File: src/rtl/hc_irq_pkg.sv
package hc_irq_pkg;
  localparam int NSRC = 9;

  localparam int B_XFER  = 0;
  localparam int B_HALT  = 1;
  localparam int B_ACK   = 2;
  localparam int B_NAK   = 3;
  localparam int B_STALL = 4;
  localparam int B_TXERR = 5;
  localparam int B_BABL  = 6;
  localparam int B_OVR   = 7;
  localparam int B_TGL   = 8;

  typedef logic [NSRC-1:0] src_vec_t;

  // Sticky update: clear by ones written, then set by events (set wins).
  function automatic src_vec_t sticky_next(src_vec_t cur, src_vec_t set, src_vec_t clr);
    return (cur & ~clr) | set;
  endfunction

  // Pending = status bits whose source is enabled.
  function automatic src_vec_t pending(src_vec_t stat, src_vec_t en);
    return stat & en;
  endfunction
endpackage

File: src/rtl/hc_event_decode.sv
module hc_event_decode
  import hc_irq_pkg::*;
#(
  parameter int NCH = 8
) (
  input  logic                      clk,
  input  logic                      rst_n,
  input  logic [NCH-1:0]            ev_mem_done,
  input  logic [NCH-1:0]            ev_wire_done,
  input  logic [NCH-1:0]            ev_ack,
  input  logic [NCH-1:0]            ev_nak,
  input  logic [NCH-1:0]            ev_stall,
  input  logic [NCH-1:0]            ev_crc,
  input  logic [NCH-1:0]            ev_tmo,
  input  logic [NCH-1:0]            ev_stuff,
  input  logic [NCH-1:0]            ev_eop,
  input  logic [NCH-1:0]            ev_babble,
  input  logic [NCH-1:0]            ev_ovr,
  input  logic [NCH-1:0]            ev_tgl,
  input  logic [NCH-1:0]            ev_dis,
  output logic [NCH-1:0]            xfer_fire,
  output logic [NCH-1:0]            txn_err,
  output logic [NCH-1:0][NSRC-1:0]  set_vec
);
  logic [NCH-1:0] mem_seen_q, wire_seen_q;

  always_comb begin
    for (int c = 0; c < NCH; c++) begin
      xfer_fire[c] = (mem_seen_q[c] | ev_mem_done[c]) & (wire_seen_q[c] | ev_wire_done[c]);
      txn_err[c]   = ev_crc[c] | ev_tmo[c] | ev_stuff[c] | ev_eop[c];
      set_vec[c]          = '0;
      set_vec[c][B_XFER]  = xfer_fire[c];
      set_vec[c][B_HALT]  = xfer_fire[c] | txn_err[c] | ev_dis[c];
      set_vec[c][B_ACK]   = ev_ack[c];
      set_vec[c][B_NAK]   = ev_nak[c];
      set_vec[c][B_STALL] = ev_stall[c];
      set_vec[c][B_TXERR] = txn_err[c];
      set_vec[c][B_BABL]  = ev_babble[c];
      set_vec[c][B_OVR]   = ev_ovr[c];
      set_vec[c][B_TGL]   = ev_tgl[c];
    end
  end

  always_ff @(posedge clk) begin
    if (!rst_n) begin
      mem_seen_q  <= '0;
      wire_seen_q <= '0;
    end else begin
      for (int c = 0; c < NCH; c++) begin
        if (xfer_fire[c]) begin
          mem_seen_q[c]  <= 1'b0;
          wire_seen_q[c] <= 1'b0;
        end else begin
          mem_seen_q[c]  <= mem_seen_q[c] | ev_mem_done[c];
          wire_seen_q[c] <= wire_seen_q[c] | ev_wire_done[c];
        end
      end
    end
  end
endmodule

File: src/rtl/hc_status_bank.sv
module hc_status_bank
  import hc_irq_pkg::*;
#(
  parameter int NCH = 8,
  parameter int AW  = 5,
  parameter int DW  = 32
) (
  input  logic                      clk,
  input  logic                      rst_n,
  input  logic [NCH-1:0][NSRC-1:0]  set_vec,
  input  logic                      reg_wr,
  input  logic [AW-1:0]             reg_addr,
  input  logic [DW-1:0]             reg_wdata,
  output logic [NCH-1:0][NSRC-1:0]  clr_vec,
  output logic [NCH-1:0][NSRC-1:0]  status_q,
  output logic [NCH-1:0][NSRC-1:0]  mask_q
);
  logic [NCH-1:0] mask_we;

  always_comb begin
    for (int c = 0; c < NCH; c++) begin
      clr_vec[c] = (reg_wr && reg_addr == AW'(c)) ? reg_wdata[NSRC-1:0] : '0;
      mask_we[c] = reg_wr && reg_addr == AW'(NCH + c);
    end
  end

  always_ff @(posedge clk) begin
    if (!rst_n) begin
      status_q <= '0;
      mask_q   <= '0;
    end else begin
      for (int c = 0; c < NCH; c++) begin
        status_q[c] <= sticky_next(status_q[c], set_vec[c], clr_vec[c]);
        if (mask_we[c]) mask_q[c] <= reg_wdata[NSRC-1:0];
      end
    end
  end
endmodule

File: src/rtl/hc_summary.sv
module hc_summary
  import hc_irq_pkg::*;
#(
  parameter int NCH = 8
) (
  input  logic [NCH-1:0][NSRC-1:0]  status_q,
  input  logic [NCH-1:0][NSRC-1:0]  mask_q,
  output logic [NCH-1:0]            chan_sum,
  output logic                      glob_pend
);
  always_comb begin
    for (int c = 0; c < NCH; c++) begin
      chan_sum[c] = |pending(status_q[c], mask_q[c]);
    end
    glob_pend = |chan_sum;
  end
endmodule

File: src/rtl/usb_hc_irq_agg.sv
module usb_hc_irq_agg
  import hc_irq_pkg::*;
#(
  parameter int  NCH = 8,
  parameter int  DW  = 32,
  localparam int AW  = $clog2(2 * NCH + 3)
) (
  input  logic           clk,
  input  logic           rst_n,
  input  logic [NCH-1:0] ev_mem_done,
  input  logic [NCH-1:0] ev_wire_done,
  input  logic [NCH-1:0] ev_ack,
  input  logic [NCH-1:0] ev_nak,
  input  logic [NCH-1:0] ev_stall,
  input  logic [NCH-1:0] ev_crc,
  input  logic [NCH-1:0] ev_tmo,
  input  logic [NCH-1:0] ev_stuff,
  input  logic [NCH-1:0] ev_eop,
  input  logic [NCH-1:0] ev_babble,
  input  logic [NCH-1:0] ev_ovr,
  input  logic [NCH-1:0] ev_tgl,
  input  logic [NCH-1:0] ev_dis,
  input  logic           reg_wr,
  input  logic [AW-1:0]  reg_addr,
  input  logic [DW-1:0]  reg_wdata,
  output logic [DW-1:0]  reg_rdata,
  output logic           irq
);
  localparam int A_SUM = 2 * NCH;
  localparam int A_GLB = 2 * NCH + 1;
  localparam int A_EN  = 2 * NCH + 2;

  logic [NCH-1:0][NSRC-1:0] set_vec, clr_vec, status_q, mask_q;
  logic [NCH-1:0]           xfer_fire, txn_err, chan_sum;
  logic                     glob_pend, glob_en;

  hc_event_decode #(.NCH(NCH)) u_dec (
    .clk(clk), .rst_n(rst_n),
    .ev_mem_done(ev_mem_done), .ev_wire_done(ev_wire_done),
    .ev_ack(ev_ack), .ev_nak(ev_nak), .ev_stall(ev_stall),
    .ev_crc(ev_crc), .ev_tmo(ev_tmo), .ev_stuff(ev_stuff), .ev_eop(ev_eop),
    .ev_babble(ev_babble), .ev_ovr(ev_ovr), .ev_tgl(ev_tgl), .ev_dis(ev_dis),
    .xfer_fire(xfer_fire), .txn_err(txn_err), .set_vec(set_vec)
  );

  hc_status_bank #(.NCH(NCH), .AW(AW), .DW(DW)) u_bank (
    .clk(clk), .rst_n(rst_n), .set_vec(set_vec),
    .reg_wr(reg_wr), .reg_addr(reg_addr), .reg_wdata(reg_wdata),
    .clr_vec(clr_vec), .status_q(status_q), .mask_q(mask_q)
  );

  hc_summary #(.NCH(NCH)) u_sum (
    .status_q(status_q), .mask_q(mask_q),
    .chan_sum(chan_sum), .glob_pend(glob_pend)
  );

  always_ff @(posedge clk) begin
    if (!rst_n)                               glob_en <= 1'b0;
    else if (reg_wr && reg_addr == AW'(A_EN)) glob_en <= reg_wdata[0];
  end

  always_comb begin
    reg_rdata = '0;
    for (int c = 0; c < NCH; c++) begin
      if (reg_addr == AW'(c))       reg_rdata[NSRC-1:0] = status_q[c];
      if (reg_addr == AW'(NCH + c)) reg_rdata[NSRC-1:0] = mask_q[c];
    end
    if (reg_addr == AW'(A_SUM)) reg_rdata[NCH-1:0] = chan_sum;
    if (reg_addr == AW'(A_GLB)) reg_rdata[0] = glob_pend;
    if (reg_addr == AW'(A_EN))  reg_rdata[0] = glob_en;
  end

  assign irq = glob_pend & glob_en;
endmodule

File: config.mk
export PLATFORM = sky130hd
export DESIGN_NAME = usb_hc_irq_agg
export DESIGN_NICKNAME = d
export VERILOG_FILES = /design/src/rtl/hc_irq_pkg.sv /design/src/rtl/hc_event_decode.sv /design/src/rtl/hc_status_bank.sv /design/src/rtl/hc_summary.sv /design/src/rtl/usb_hc_irq_agg.sv
export SDC_FILE = /design/constraint.sdc
export NUM_CORES = 1
export LEC_CHECK = 0
export BUFFER_PORTS_ARGS = -buffer_cell sky130_fd_sc_hd__buf_2
export CAP_MARGIN = 20
export CORE_ASPECT_RATIO = 0.6
export CORE_MARGIN = 8
export CORE_UTILIZATION = 25
export CTS_CLUSTER_SIZE = 10
export DETAILED_ROUTE_END_ITERATION = 7
export SKIP_CTS_REPAIR_TIMING = 1
export SLEW_MARGIN = 20
export SYNTH_ARGS = -nofsm -noshare
export SYNTH_HDL_FRONTEND = slang
export SYNTH_HIERARCHICAL = 1
export SYNTH_SLANG_ARGS = --single-unit
File: constraint.sdc
create_clock -name clk -period 4.4 [get_ports clk]
set_input_delay 0.66 -clock clk [delete_from_list [all_inputs] [get_ports clk]]
set_output_delay 0.66 -clock clk [all_outputs]
set_load 0.01 [all_outputs]
== Yosys cells after proc, flatten, opt, wreduce, memory -nomap -nowiden ==
Index checks and enable logic that the tools add are counted.
Cells by class
  divide/modulo/power cells: 0
  reduce and logical (&&, ||, !) cells: 35
  shifts and indexed selects: 0
  magnitude comparators: 0
  bitwise logic cells: 98
  mux-type cells: 27
  $add $sub $neg: 0
  multiply operators: 0
  eq/ne operators: 18
Operators with widths (count)
  $mux 9: 24
  $and 9x9->9: 16
  $not 9->9: 8
  $or 9x9->9: 8
  $reduce_or 72->1: 1
  $reduce_or 9->1: 8
  $or 1x1->1: 56
  $eq 5x4->1 const B: 8
  $eq 5x3->1 const B: 4
  $logic_and 1x1->1: 17
  $reduce_or 2->1: 8
  $eq 5x5->1 const B: 3
  $eq 5x2->1 const B: 2
  $and 1x1->1: 9
  $mux 8: 1
  $eq 5x1->1 const B: 1
  $logic_not 5->1: 1
  $mux 1: 2
  $not 1->1: 1
Storage, ports and cells
  output and inout port bits: 33
  bits in read-only memories: 0
  latch bits: 0
  RAM bits: 0
  memories kept: 0
  input port bits: 144
  flip-flop bits (word level): 161
  word-level logic and storage cells: 211

== Depth between registers and ports, before layout ==
  depth after elaboration: 20
  mapped depth: 9
  gate-level depth less buffers: 9

== Modules after synthesis ==
The synthesis kept the hierarchy.
Modules (own cells, without submodules)
  hc_status_bank: area each 5819.3 sq um, times used 1, sequential area each 2882.8 sq um, cells an instance 658
  usb_hc_irq_agg: area each 2187.1 sq um, times used 1, sequential area each 20.0 sq um, cells an instance 326
  hc_event_decode: area each 1184.9 sq um, times used 1, sequential area each 320.3 sq um, cells an instance 129
  hc_summary: area each 336.6 sq um, times used 1, sequential area each 0.0 sq um, cells an instance 43

== Worst setup path after synthesis ==
No wires, ideal clock.
  path kind: input port to output port
  start: input port reg_addr[4]
  end: output port reg_rdata[2]
  cell stages on the path: 7
  slack: 1.878 ns
  data arrival time: 1.862 ns
  required time: 3.740 ns
  buffers on the path: 3
  path through: buf_4 buf_2 nor2_1 buf_2 o21ai_0 a221o_1 a21oi_1
On the way
  longest elaborated chain between the ends: 18
  elaborated cells between the ends (all ways): 34
  classes of those cells: eq/ne (16); mux (17); reduce/logical (1)
Ends and longest elaborated chain
  start, declared: line usb_hc_irq_agg.sv:24  | input logic [AW-1:0] reg_addr,
  $logic_not 5->1: line usb_hc_irq_agg.sv:65  | if (reg_addr == AW'(c)) reg_rdata[NSRC-1:0] = status_q[c];
  $mux 9: line usb_hc_irq_agg.sv:65
  $mux 9: line usb_hc_irq_agg.sv:66  | if (reg_addr == AW'(NCH + c)) reg_rdata[NSRC-1:0] = mask_q[c];
  $mux 9: line usb_hc_irq_agg.sv:65
  $mux 9: line usb_hc_irq_agg.sv:66
  $mux 9: line usb_hc_irq_agg.sv:65
  $mux 9: line usb_hc_irq_agg.sv:66
  $mux 9: line usb_hc_irq_agg.sv:65
  (+2 left out)
  $mux 9: line usb_hc_irq_agg.sv:66
  $mux 9: line usb_hc_irq_agg.sv:65
  $mux 9: line usb_hc_irq_agg.sv:66
  $mux 9: line usb_hc_irq_agg.sv:65
  $mux 9: line usb_hc_irq_agg.sv:66
  $mux 9: line usb_hc_irq_agg.sv:65
  $mux 9: line usb_hc_irq_agg.sv:66
  $mux 8 (*): line usb_hc_irq_agg.sv:68  | if (reg_addr == AW'(A_SUM)) reg_rdata[NCH-1:0] = chan_sum;
  end, declared: line usb_hc_irq_agg.sv:26  | output logic [DW-1:0] reg_rdata,
Every way passes the cells marked *; elsewhere a longest branch is shown, timed or not.

== Worst setup path after layout ==
  start: register u_bank/status_q[41] (netlist bit)
  end: output port reg_rdata[0]
On the way
  longest elaborated chain between the ends: 4
Ends and longest elaborated chain
  start, declared: line hc_status_bank.sv:15  | output logic [NCH-1:0][NSRC-1:0] status_q,
  start signal, assigned by index: line hc_status_bank.sv:33  | status_q[c] <= sticky_next(status_q[c], set_vec[c], clr_vec[c]);
  $and 9x9->9: line hc_irq_pkg.sv:23  | return stat & en;
  $reduce_or 72->1: line hc_summary.sv:15  | glob_pend = |chan_sum;
  net glob_pend: line usb_hc_irq_agg.sv:35  | logic glob_pend, glob_en;
  $mux 1: line usb_hc_irq_agg.sv:69  | if (reg_addr == AW'(A_GLB)) reg_rdata[0] = glob_pend;
  $mux 1: line usb_hc_irq_agg.sv:70  | if (reg_addr == AW'(A_EN)) reg_rdata[0] = glob_en;
The timed path passes the listed nets, and every way through them passes these cells.

==> impl_metrics.tcl <==
set metrics [dict create \
    yosysWarningCount 6 \
    min_from "ev_mem_done[1]" \
    num_rows 53 \
    cts_max_level 4 \
    fin_total_pwr_mw 3.598 \
    finalSetupTns_ps 0 \
    drt_iter0_markers 1200 \
    arrival_ps 3040 \
    drc 0 \
    fmax_mhz 269.9 \
    grt_start_max_net_pins 82 \
    maxSlewViolCount 0 \
    first_pass_iters 6 \
    critPathMaxFanout 3 \
    finalHoldViolCount 0 \
    cts_sinks 161 \
    gp_congestion 0.9768 \
    maxSlewHeadroom_pct 42.12 \
    grt_pass1_vias 8073 \
    pre_cts_ws_ps 854.2 \
    period_needed_ps 3705 \
    crit_slowest_cell "nor4_1" \
    cts_buffers 17 \
    clkLatencyLatePin_ps 430 \
    power_leakage_nw 4.334 \
    reg2reg_slack_ps 3050 \
    clock_skew_ps 4.435 \
    vias 8603 \
    switching_power_mw 1.006 \
    fin_crit_sh_pct 84.19 \
    clkPwrFrac_pct 43.5 \
    drive_above_1_share_pct 19.50 \
    area_growth_pct 13.36 \
    status "completed" \
    syn_area_um2 8941 \
    clkTransAtPathRegs_ps 70 \
    grt_pass1_wl_um 53190 \
    vias_per_cell 5.394 \
    ioPinCount 177 \
    die_height_um 162.5 \
    tightest_slew_ps 863.5 \
    p_int_mw 2.592 \
    port_buffers 130 \
    start_kind "flop" \
    antenna_cells 0 \
    cts-root-buf "clkbuf_16" \
    finalSetupViolCount 0 \
    hpwl_um 27320 \
    path_cells "a22o_1, a221oi_1, nand3_1, nor4_1, nand2_1, o21ai_0, a211oi_1, o211ai_1, a31oi_1, buf_2" \
    worstRegToRegCells 4 \
    cts_tree "yes" \
    rr_endpoint "u_bank/status_q[64]" \
    slowest_delay_ps 400 \
    min_to "u_dec/mem_seen_q[1]" \
    hold_path_depth 2 \
    coreArea_um2 35150 \
    cp-end-kind "output pin" \
    grt.total_usage_pct 16.59 \
    cts_buffer_depth 2 \
    setup_ws_ps 695.5 \
    p_comb_share_pct 12.4 \
    seqPwrFrac_pct 44.1 \
    die_area_um2 42270 \
    netlist_instances 1061 \
    crit_type "reg -> out" \
    ant_nets 0 \
    grt-ovfl-total 0 \
    syn_avg_cell_area_um2 8.427 \
    instances_no_fill 1595 \
    ir_drop_mv 0.2636 \
    sw_frac_of_total_pct 27.96 \
    start_util_pct 25.44 \
    drt_wl_total_um 36360 \
    powerDensity_nw_per_um2 355.0 \
    hp-class "in -> reg" \
    r2r-start "u_dec/mem_seen_q[7]" \
    die_w_um 260.1 \
    rsz0062_at_grt "false" \
    crit_required_ps 3740 \
    cap_violations 0 \
    wl_per_cell_um 22.80 \
    place_inst 1563 \
    antenna_found_initial 3 \
    final_nets 1259 \
]
## routing by layer
metal	GRT usage (%)	part of all wire [%]	vias up
li1	-	-	3878
met3	4.410	9.8	35
met1	24.58	47	4199
met4	2.975	1.2	4
met5	0	0.060	-
met2	23.83	42	487
## power by group through the flow
stage | clock (mW) | sequential, mW | combinational [mW]
after floorplan | 0 | 1.58 | 0.310
after global placement | 0 | 1.61 | 0.429
after detailed placement | 0 | 1.61 | 0.436
after CTS | 1.58 | 1.58 | 0.438
after global routing | 1.66 | 1.59 | 0.482
final | 1.56 | 1.59 | 0.448
## layout make-up
class / count / area (um^2)
inverters: 78 / 292.8
flip-flops and latches: 161 / 3223
well taps: 467 / 584.3
fillers: 3798 / 25010
clock buffers: 22 / 494.2
repair buffers: 151 / 810.8
clock inverters: 10 / 123.9
multi-input cells: 706 / 4607
## placed cells by master, fill, tap and decap left out, drive strengths merged, types with 7 or more instances in the layout
| master | n |
|---|---|
| a21oi | 12 |
| a221oi | 8 |
| a222oi | 9 |
| a22oi | 16 |
| a31oi | 75 |
| a32oi | 7 |
| buf | 151 |
| clkbuf | 22 |
| conb | 23 |
| dfxtp | 161 |
| inv | 80 |
| mux2i | 82 |
| nand2 | 115 |
| nand2b | 12 |
| nand3 | 25 |
| nor2 | 43 |
| nor2b | 8 |
| nor3 | 15 |
| nor3b | 13 |
| o211a | 8 |
| o211ai | 15 |
| o21ai | 93 |
| o22a | 12 |
| or3 | 11 |
| or4 | 8 |
## flip-flops by register name, indices dropped and copies added, names as in the netlist
signal and count:
u_bank/mask_q 72, u_bank/status_q 72, u_dec/mem_seen_q 8, u_dec/wire_seen_q 8
glob_en 1
## worst max-delay path by stage
stage | startpoint | end | slack [ps]
after global placement | reg_addr[3] | reg_rdata[0] | 900
after floorplan | reg_addr[4] | reg_rdata[2] | 1880
after global routing | u_bank/status_q[58] | reg_rdata[0] | 640
final | u_bank/status_q[41] | reg_rdata[0] | 700
after detailed placement | reg_addr[3] | reg_rdata[0] | 850
after CTS | u_bank/status_q[58] | reg_rdata[0] | 810
## per-stage QoR
step / util, % / hold WS, ps / area [um^2]
CTS: 28.84 / 466.3 / 10140
global placement: 27.08 / 457.3 / 9518
floorplan: - / 443.3 / 9024
detailed placement: 27.08 / 465.7 / 9518
global route: 28.84 / 467.4 / 10140
finish: 28.84 / 477.8 / 10140
## critical path, delay by kind of cell, from the launching register on
family	cells	cell delay [ps]
simple gates	3	820
compound gates	6	1200
flops	1	380
buf+inv	1	190
Note: power is estimated with default switching activity, not from simulation.
